`config.mk`:
```
export PLATFORM = sky130hd
export DESIGN_NAME = hrx_read_port
export DESIGN_NICKNAME = d
export VERILOG_FILES = /design/src/rtl/hrx_pkg.sv /design/src/rtl/hrx_lane_map.sv /design/src/rtl/hrx_flag_fsm.sv /design/src/rtl/hrx_hold.sv /design/src/rtl/hrx_read_port.sv
export SDC_FILE = /design/constraint.sdc
export NUM_CORES = 1
export LEC_CHECK = 0
export ABC_AREA = 1
export BUFFER_PORTS_ARGS = -buffer_cell sky130_fd_sc_hd__buf_2
export CAP_MARGIN = 0
export CORE_MARGIN = 2
export CORE_UTILIZATION = 54
export DETAILED_ROUTE_END_ITERATION = 8
export HOLD_SLACK_MARGIN = 0.02
export PLACE_DENSITY = 0.92
export RECOVER_POWER = 25
export SYNTH_ARGS = -nofsm -noshare
export SYNTH_HDL_FRONTEND = slang
export SYNTH_HIERARCHICAL = 1
export SYNTH_SLANG_ARGS = --single-unit
```
`constraint.sdc`:
```
create_clock -name clk -period 2.6 [get_ports clk]
set_input_delay 0.13 -clock clk [delete_from_list [all_inputs] [get_ports clk]]
set_output_delay 0.13 -clock clk [all_outputs]
set_load 0.01 [all_outputs]
```
`src/rtl/hrx_pkg.sv`:
```
package hrx_pkg;
    typedef enum logic {
        S_EMPTY = 1'b0,
        S_FULL  = 1'b1
    } hrx_state_t;
endpackage

```
`src/rtl/hrx_lane_map.sv`:
```
module hrx_lane_map #(
    parameter int ADDR_W     = 3,
    parameter int LANES      = 3,
    parameter int ADDR_FIRST = 5,
    localparam int LANE_IW   = (LANES > 1) ? $clog2(LANES) : 1
) (
    input  logic [ADDR_W-1:0]  host_addr,
    input  logic               big_end,
    output logic               lane_hit,
    output logic               is_last,
    output logic [LANE_IW-1:0] lane_idx
);
    localparam logic [ADDR_W-1:0] A_FIRST = ADDR_W'(ADDR_FIRST);
    localparam logic [ADDR_W-1:0] A_LAST  = ADDR_W'(ADDR_FIRST + LANES - 1);
    localparam logic [ADDR_W-1:0] TOP_OFS = ADDR_W'(LANES - 1);

    logic [ADDR_W-1:0] ofs;

    always_comb begin
        ofs      = host_addr - A_FIRST;
        lane_hit = (host_addr >= A_FIRST) && (host_addr <= A_LAST);
        is_last  = (host_addr == A_LAST);
        if (big_end) begin
            lane_idx = LANE_IW'(ofs);
        end else begin
            lane_idx = LANE_IW'(TOP_OFS - ofs);
        end
    end
endmodule

```
`src/rtl/hrx_flag_fsm.sv`:
```
module hrx_flag_fsm
    import hrx_pkg::*;
(
    input  logic clk,
    input  logic rst_n,
    input  logic ld_valid,
    input  logic rd_last,
    output logic take,
    output logic full
);
    hrx_state_t state, state_nx;

    always_ff @(posedge clk or negedge rst_n) begin
        if (!rst_n) begin
            state <= S_EMPTY;
        end else begin
            state <= state_nx;
        end
    end

    always_comb begin
        state_nx = state;
        take     = 1'b0;
        full     = 1'b0;
        unique case (state)
            S_EMPTY: begin
                take = ld_valid;
                if (ld_valid) begin
                    state_nx = S_FULL;             // T_FILL
                end
            end
            S_FULL: begin
                full = 1'b1;
                take = ld_valid && rd_last;
                if (rd_last && !ld_valid) begin
                    state_nx = S_EMPTY;            // T_DRAIN
                end else begin
                    state_nx = S_FULL;             // T_REFILL / T_HOLD
                end
            end
            default: state_nx = S_EMPTY;
        endcase
    end
endmodule

```
`src/rtl/hrx_hold.sv`:
```
module hrx_hold #(
    parameter int BYTE_W   = 8,
    parameter int LANES    = 3,
    localparam int WORD_W  = BYTE_W * LANES,
    localparam int LANE_IW = (LANES > 1) ? $clog2(LANES) : 1
) (
    input  logic               clk,
    input  logic               rst_n,
    input  logic               take,
    input  logic [WORD_W-1:0]  ld_word,
    input  logic               lane_hit,
    input  logic [LANE_IW-1:0] lane_idx,
    output logic [WORD_W-1:0]  word_q,
    output logic [BYTE_W-1:0]  byte_out
);
    logic [BYTE_W-1:0] lane_q [LANES];

    for (genvar g = 0; g < LANES; g++) begin : g_lane
        always_ff @(posedge clk or negedge rst_n) begin
            if (!rst_n) begin
                lane_q[g] <= '0;
            end else if (take) begin
                lane_q[g] <= ld_word[g*BYTE_W +: BYTE_W];
            end
        end
        assign word_q[g*BYTE_W +: BYTE_W] = lane_q[g];
    end

    always_comb begin
        byte_out = '0;
        if (lane_hit && (int'(lane_idx) < LANES)) begin
            byte_out = lane_q[lane_idx];
        end
    end
endmodule

```
`src/rtl/hrx_read_port.sv`:
```
module hrx_read_port #(
    parameter int BYTE_W     = 8,
    parameter int LANES      = 3,
    parameter int ADDR_W     = 3,
    parameter int ADDR_FIRST = 5,
    localparam int WORD_W    = BYTE_W * LANES,
    localparam int LANE_IW   = (LANES > 1) ? $clog2(LANES) : 1
) (
    input  logic              clk,
    input  logic              rst_n,
    input  logic              ld_valid,
    input  logic [WORD_W-1:0] ld_word,
    output logic              ld_ready,
    input  logic              big_end,
    input  logic              req_en,
    input  logic [ADDR_W-1:0] host_addr,
    input  logic              host_rd,
    output logic [BYTE_W-1:0] host_data,
    output logic              host_req
);
    logic               lane_hit;
    logic               is_last;
    logic [LANE_IW-1:0] lane_idx;
    logic               rd_last;
    logic               take;
    logic               full;
    logic [WORD_W-1:0]  word_q;

    hrx_lane_map #(
        .ADDR_W(ADDR_W), .LANES(LANES), .ADDR_FIRST(ADDR_FIRST)
    ) u_map (
        .host_addr(host_addr), .big_end(big_end),
        .lane_hit(lane_hit), .is_last(is_last), .lane_idx(lane_idx)
    );

    assign rd_last = host_rd && is_last;

    hrx_flag_fsm u_fsm (
        .clk(clk), .rst_n(rst_n), .ld_valid(ld_valid),
        .rd_last(rd_last), .take(take), .full(full)
    );

    hrx_hold #(.BYTE_W(BYTE_W), .LANES(LANES)) u_hold (
        .clk(clk), .rst_n(rst_n), .take(take), .ld_word(ld_word),
        .lane_hit(lane_hit), .lane_idx(lane_idx),
        .word_q(word_q), .byte_out(host_data)
    );

    assign ld_ready = !full || rd_last;
    assign host_req = req_en && full;
endmodule

```
**Word level (Yosys, flattened, before mapping)**

Cells that the tools add are included.

- Register bits: 25

- Reduce and logical (&&, ||, !) cells: 9
- Add/sub/neg operators: 2
- Equality and inequality tests: 1
- Bitwise gates (word level): 2
- Mux-type cells: 10
- Magnitude comparators: 4

Operators by type and width:

| cell | number |
|---|---|
| $mux 8 | 3 |
| $bmux 8 s2 | 1 |
| $ge 3x3->1 const B | 2 |
| $logic_and 1x1->1 | 6 |
| $pmux 1 s2 | 2 |
| $eq 3x3->1 const B | 1 |
| $le 3x3->1 const B | 1 |
| $mux 1 | 3 |
| $not 2->3 | 1 |
| $logic_not 1->1 | 2 |
| $lt 2x2->1 const B | 1 |
| $mux 2 | 1 |
| $sub 2x1->2 const B | 1 |
| $sub 2x2->2 const A | 1 |
| $logic_or 1x1->1 | 1 |
| $not 1->1 | 1 |

**Longest topological paths before layout**

Gate-level depths: netlist (run 1).

- Depth in word-level cells: 8
- Gate-level depth with buffers: 10

**By module**

Netlist (run 1), hierarchy kept.

By module, submodules not included:

| module | seq. area each (um^2) | cells an instance | instances | area an instance (um^2) |
|---|---|---|---|---|
| hrx_hold | 600.6 | 129 | 1 | 1,177.4 |
| hrx_lane_map | 0.0 | 20 | 1 | 95.1 |
| hrx_flag_fsm | 25.0 | 9 | 1 | 56.3 |
| hrx_read_port | 0.0 | 5 | 1 | 18.8 |

**Worst setup path before layout (run 1)**

Ideal clock, no wire load.

- Kind: input -> output
- From: input host_addr[1]
- To: output host_data[0]
- Buffers on the path: 0
- Required time: 2.470 ns
- Data arrival time: 1.107 ns
- Stages: 9
- Setup slack: 1.363 ns
- Cell sequence: inv_1 > ha_1 > nand3_1 > nand2_1 > inv_1 > inv_2 > nor2_8 > nand2_1 > a21oi_1

- Cells in the longest elaborated chain, start to end: 8
- Elaborated cells between the ends (all ways): 13
- Those cells by class: 2 x add/sub; 3 x order compare; 5 x mux; 1 x bitwise; 2 x reduce/logical

Ends and longest elaborated chain:

| element | RTL line | text |
|---|---|---|
| from (decl) | hrx_read_port.sv:16 | `input logic [ADDR_W-1:0] host_addr,` |
| $sub 2x1->2 * | hrx_lane_map.sv:20 | `ofs = host_addr - A_FIRST;` |
| $sub 2x2->2 | hrx_lane_map.sv:26 | `lane_idx = LANE_IW'(TOP_OFS - ofs);` |
| $mux 2 * | hrx_lane_map.sv:23 | `if (big_end) begin` |
| via lane_idx[1] | hrx_read_port.sv:23 | `logic [LANE_IW-1:0] lane_idx;` |
| $not 2->3 (not written as such) | hrx_hold.sv:32 | `byte_out = lane_q[lane_idx];` |
| $bmux 8 s2 | hrx_hold.sv:32 |  |
| $mux 8 (not written as such) (2 in a row) | hrx_hold.sv:32 |  |
| $mux 8 * | hrx_hold.sv:31 | `if (lane_hit && (int'(lane_idx) < LANES)) begin` |
| to (decl) | hrx_read_port.sv:18 | `output logic [BYTE_W-1:0] host_data,` |

The timed path passes the listed nets; every way through them passes the cells marked *. The select of a mux whose other input is x is not followed.

**Final worst setup path (run 1)**

- From: input host_addr[0]
- To: output host_data[5]

Same word-level chain as after synthesis.

==> qor.csv, run 1 <==
metric,value,unit
outcome,"complete, no violations",
io_pins,43,
synth_area,1348,sq um
ys_ff_latch,25,
die_h,53.96,microns
synthSimpleGateAreaFrac,20.89,%
grt_use_total,21.92,%
syn_nets,198,
maxSlewViolCount,0,
dieArea,2911,sq um
end_kind,output port,
antennaDiodeCount,0,
timing.final.ws_setup,0.9186,ns
startpoint,host_addr[0],
grt_max_degree,41,
synth_xor_area_share,0,%
ys_warn_count,6,
core.rowCount,18,
antenna_found_initial,0,
dp_slack,0.9898,ns
synth_top_family_by_area,simple AND/OR/NAND/NOR gates,
syn_avg_cell_area,8.267,sq um
drtIter0Drc,29,
rr_startpoint,u_fsm/state$_DFF_PN0_,
hold_viol,0,
muxShareOfSynthArea,8.914,%
finalSetupViolations,0,
synth_seq_area_share,46.43,%
ctsResizeCount,0,
p_per_area,573.6,nW/um^2
hpwl,2.045,mm
avgViaCountPerCell,4.885,
hold_slack,0.02792,ns
dp_cells,231,
initial_utilization,55.92,%
h-tree-depth,1,
fin_skew,0.001815,ns
routabilityCongestion,0.7054,
stdcell_count,253,
grt.overflow.total,0,
fin_area,1770,sq um
worstPathArrival,1.55,ns
area_growth,31.38,%
drive_gt1_share,25.56,%
max_cap_viol_count,0,
synth_top_area_share,46.43,%
synth_adder_area_share,1.857,%
io_buffers,42,
cp.required,2.47,ns
coreArea,2410,sq um
clk_pin_slew,0.12,ns
min_period,1.681,ns
clkSinkCount,25,
synth_area_leaders,"dfrtp_1 (46%), nand2_1 (15%), mux2_4 (8.9%), inv_1 (8.1%), o21ai_0 (5.9%)",
finalWirelength,3.184,mm
hp-class,input port to flop,
worst_pin_slew,1.282,ns
p_leak,0.0009672,uW
synth_compound_area_share,10.12,%
fin_nets,259,
dpl_cell_area,1565,sq um
fin_setup_tns,0,ns
max_slew_margin,14.51,%
grt_pass1_vias,1022,
drc,0,
cts_tree,done,
synth_area_leader_cell,dfrtp_1,
ys_types,15,
rsz0062_at_grt,false,
wire_per_inst,12.58,microns
first_pass_iters,4,
hold_start,ld_word[13],
max_freq,0.5948,GHz
die_x,53.96,microns
start_kind,input port,
clk_latency,0.32,ns
vdd_drop_max,0.4156,mV
cts_made_buffers,3,
crit_fanout,10,
synth_cells,163,
fin_crit_sh,64.67,%
grt_pass1_wl,4.353,mm
critPathKind,input port to output port,
clockRootBuffer,clkbuf_4,
ctsLongestPathBuffers,2,
via_count,1236,
postRouteAntennaNets,0,
## logic make-up after synthesis
logic type,after synthesis
DFF,25
buffers and inverters,36
and+or+nand+nor,67
muxes,8
adders and majority gates,2
AOI/OAI and AO/OA,25
## Yosys cell counts
cell type / number
nand2_1: 55
inv_1: 29
dfrtp_1: 25
o21ai_0: 16
nand3_1: 11
a21oi_1: 8
mux2_4: 8
buf_2: 2
buf_6: 2
ha_1: 2
clkbuf_2: 1
inv_2: 1
inv_6: 1
nor2_8: 1
o21ai_4: 1
## critical path: stages
cell	delay, ns
buf_2	0.13
ha_1	0.31
nand3_1	0.09
nand2_1	0.05
inv_1	0.05
inv_2	0.11
nor2_8	0.16
nand2_1	0.10
a21oi_1	0.24
buf_2	0.18
## layout make-up
| cell class | count | area (sq um) |
|---|---|---|
| multi-input combinational | 102 | 563.0 |
| timing repair buffer | 61 | 396.6 |
| fill | 183 | 639.4 |
| clock buffer | 4 | 26.28 |
| sequential | 25 | 625.6 |
| inverter | 31 | 121.4 |
| tap | 30 | 37.54 |
## flip-flops by register name (all words and copies together), names as in the netlist
signal         count
u_fsm/state        1
u_hold/word_q     24
## power by group
| part | leakage [uW] | switching, uW | internal [uW] | total, uW |
|---|---|---|---|---|
| clock | 0.0000150 | 109 | 60.1 | 169 |
| sequential | 0.000300 | 48.5 | 496 | 544 |
| combinational | 0.000653 | 156 | 146 | 302 |
## layout by cell type (no fill, tap or decap)
master,instances
a21oi_1,8
buf_2,41
buf_4,1
clkbuf_1,2
clkbuf_4,3
dfrtp_1,25
dlygate4sd3_1,18
ha_1,2
inv_1,29
inv_2,1
inv_6,1
mux2_4,8
nand2_1,55
nand3_1,11
nor2_8,1
o21ai_0,16
o21ai_4,1
## metrics by stage
step | total power, uW | util (%)
2_1_floorplan | 733.1 | -
3_3_place_gp | 804.8 | 64.95
3_5_place_dp | 825.5 | 64.95
4_1_cts | 1003 | 70.20
5_1_grt | 1095 | 73.47
6_report | 1015 | 73.47
## final timing paths
| path | to | slack [ns] | cells after the start |
|---|---|---|---|
| worst min-delay path | u_hold/word_q[13]$_DFFE_PN0P_ | 0.03 | 3 |
| worst max-delay path | host_data[5] | 0.92 | 10 |
| worst min register to register | u_hold/word_q[7]$_DFFE_PN0P_ | 0.54 | 2 |
| max in group asynchronous | u_hold/word_q[19]$_DFFE_PN0P_ | 1.25 | 2 |
| min in group asynchronous | u_hold/word_q[1]$_DFFE_PN0P_ | 0.61 | 2 |
| worst max register to register | u_hold/word_q[23]$_DFFE_PN0P_ | 1.19 | 5 |
## routing by layer
layer  share of wire, %  track usage, %  wire length, microns  vias to the layer above
met5                  0               0                     0                        -
met4                2.0           8.974                    64                        0
met3                6.7           4.167                   212                        8
met2                 52           37.40                  1642                       59
met1                 40           27.00                  1265                      549
li1                   -               -                     -                      620
## repair_timing
action                                 4_1_cts  5_1_grt
setup endpoints to repair                    0        0
endpoints found under the hold margin       34        8
buffers inserted                             0        0
hold buffers                                10        8
(Power assumes the default switching activity.)
==> run 2: changes to the inputs <==
CORE_ASPECT_RATIO = 2   (was not set)
CORE_UTILIZATION = 45   (was 54)
PLACE_DENSITY = 0.83   (was 0.92)
clock period = 1.4 ns   (was 2.6 ns; I/O delays follow)
==> qor.csv, run 2 (synthesis gave the netlist of run 1 again) <==
metric,value,unit
finalSetupViolations,0,
p_per_area,1050,nW/um^2
io_buffers,42,
cp.required,1.33,ns
die_h,81.39,microns
via_count,1295,
antenna_found_initial,0,
worstPathArrival,1.29,ns
post-route-util,70.05,%
switchingPower,673.1,uW
clock_power_share,21.0,%
avgViaCountPerCell,4.905,
max_freq,0.7348,GHz
hold_viol,0,
p_leak,0.001056,uW
initial_utilization,46.34,%
vdd_drop_max,0.8257,mV
start_kind,input port,
clk_latency,0.28,ns
min_path_cells,3,
critPathMostFrequentCell,nand2_2,
io_pins,43,
pwr-share-seq,47.5,%
fin_nets,270,
max_cap_viol_count,0,
fin_crit_sh,97.21,%
grt_use_total,18.82,%
worstRegToRegCells,5,
drc,0,
postRouteAntennaNets,0,
antennaDiodeCount,0,
crit_slowest_cell,ha_4,
core.rowCount,28,
routabilityCongestion,0.8057,
largest_reg_flops,24,
hold_slack,0.01713,ns
maxSlewViolCount,0,
coreArea,2908,sq um
drive_gt1_share,38.89,%
area_growth,51.16,%
min_period,1.361,ns
dieArea,3475,sq um
clkSinkCount,25,
grt.overflow.total,0,
cts_made_buffers,3,
grt_pass1_vias,1168,
max_slew_margin,59.93,%
crit_chain,buf_8 > inv_4 > ha_4 > inv_2 > nand2_2 > nand2_2 > inv_2 > clkinv_4 > nor2_8 > nand2_2 > a21oi_2 > buf_2,
critPathKind,input port to output port,
pwr-share-comb,31.4,%
switching_share,31.46,%
layout_common_cells,"nand2_1 (45), buf_2 (39), inv_1 (26)",
die_x,42.70,microns
grt_max_degree,28,
fin_skew,0.003363,ns
end_kind,output port,
fillCellCount,212,
fin_setup_tns,0,ns
hp-class,input port to flop,
rsz0062_at_grt,true,
clk_pin_slew,0.09,ns
clockRootBuffer,clkbuf_8,
cts_tree,done,
wire_per_inst,12.16,microns
h-tree-depth,1,
hpwl,2.081,mm
first_pass_iters,4,
grt_pass1_wl,4.885,mm
crit_fanout,8,
final_common_cell,nand2_1,
p_int,1467,uW
worst_pin_slew,0.6010,ns
ctsLongestPathBuffers,2,
slowest_delay,0.26,ns
finalWirelength,3.211,mm
drtIter0Drc,33,
outcome,"complete, no violations",
-- run 2: worst max-delay path: cells and delay by family --
kind            cells  cell delay [ns]
buf+inv             6             0.44
compound gates      1             0.14
fa+ha+maj           1             0.26
simple gates        4             0.36
-- run 2: stage by stage --
| stage | power (uW) | instances | cell area [sq um] | setup slack [ns] |
|---|---|---|---|---|
| global route | 2279 | 264 | 2037 | -0.05591 |
| CTS | 2032 | 255 | 1877 | -0.003070 |
| global placement | 1521 | 233 | 1618 | -0.01617 |
| finish | 2140 | 264 | 2037 | 0.03908 |
| floorplan | 1361 | 163 | 1348 | 0.2325 |
| detailed placement | 1542 | 233 | 1618 | -0.05416 |
-- run 2: cell type report --
type	instances	area (sq um)	area share [%]
Clock buffer	3	41.29	2.027
Clock inverter	1	7.507	0.3686
Inverter	31	128.9	6.327
Multi-Input combinational cell	102	635.6	31.20
Sequential cell	25	625.6	30.71
Tap cell	30	37.54	1.843
Timing Repair Buffer	72	560.5	27.52
-- run 2: per-layer routing --
metal	GRT usage (%)	wire, microns	share of wire, %
met5	0	0	0
met4	12.19	110	3.4
met3	2.000	139	4.3
met2	33.03	1771	55
met1	20.85	1190	37
-- run 2: worst paths after layout --
check / from / slack, ns / end
setup / recovery: host_addr[1] / 0.04 / host_data[0]
hold / removal: ld_word[15] / 0.02 / u_hold/word_q[15]$_DFFE_PN0P_
setup reg to reg: u_fsm/state$_DFF_PN0_ / 0.19 / u_hold/word_q[7]$_DFFE_PN0P_
hold reg to reg: u_hold/word_q[9]$_DFFE_PN0P_ / 0.54 / u_hold/word_q[9]$_DFFE_PN0P_
max in group asynchronous: rst_n / 0.69 / u_hold/word_q[18]$_DFFE_PN0P_
min in group asynchronous: rst_n / 0.32 / u_fsm/state$_DFF_PN0_
-- run 2: power by group through the flow --
stage / combinational (uW) / sequential [uW] / clock, uW
6_report: 673 / 1020 / 450
5_1_grt: 749 / 1040 / 490
4_1_cts: 585 / 1000 / 445
3_5_place_dp: 527 / 1020 / 0
3_3_place_gp: 512 / 1010 / 0
2_1_floorplan: 374 / 988 / 0
-- run 2: timing repair --
item | in CTS | in global routing
hold endpoints to repair | 42 | 2
resized for setup | 6 | 28
hold buffers | 18 | 2
setup buffers | 0 | 7
pin swaps | 0 | 17
endpoints found under the setup margin | 7 | 8
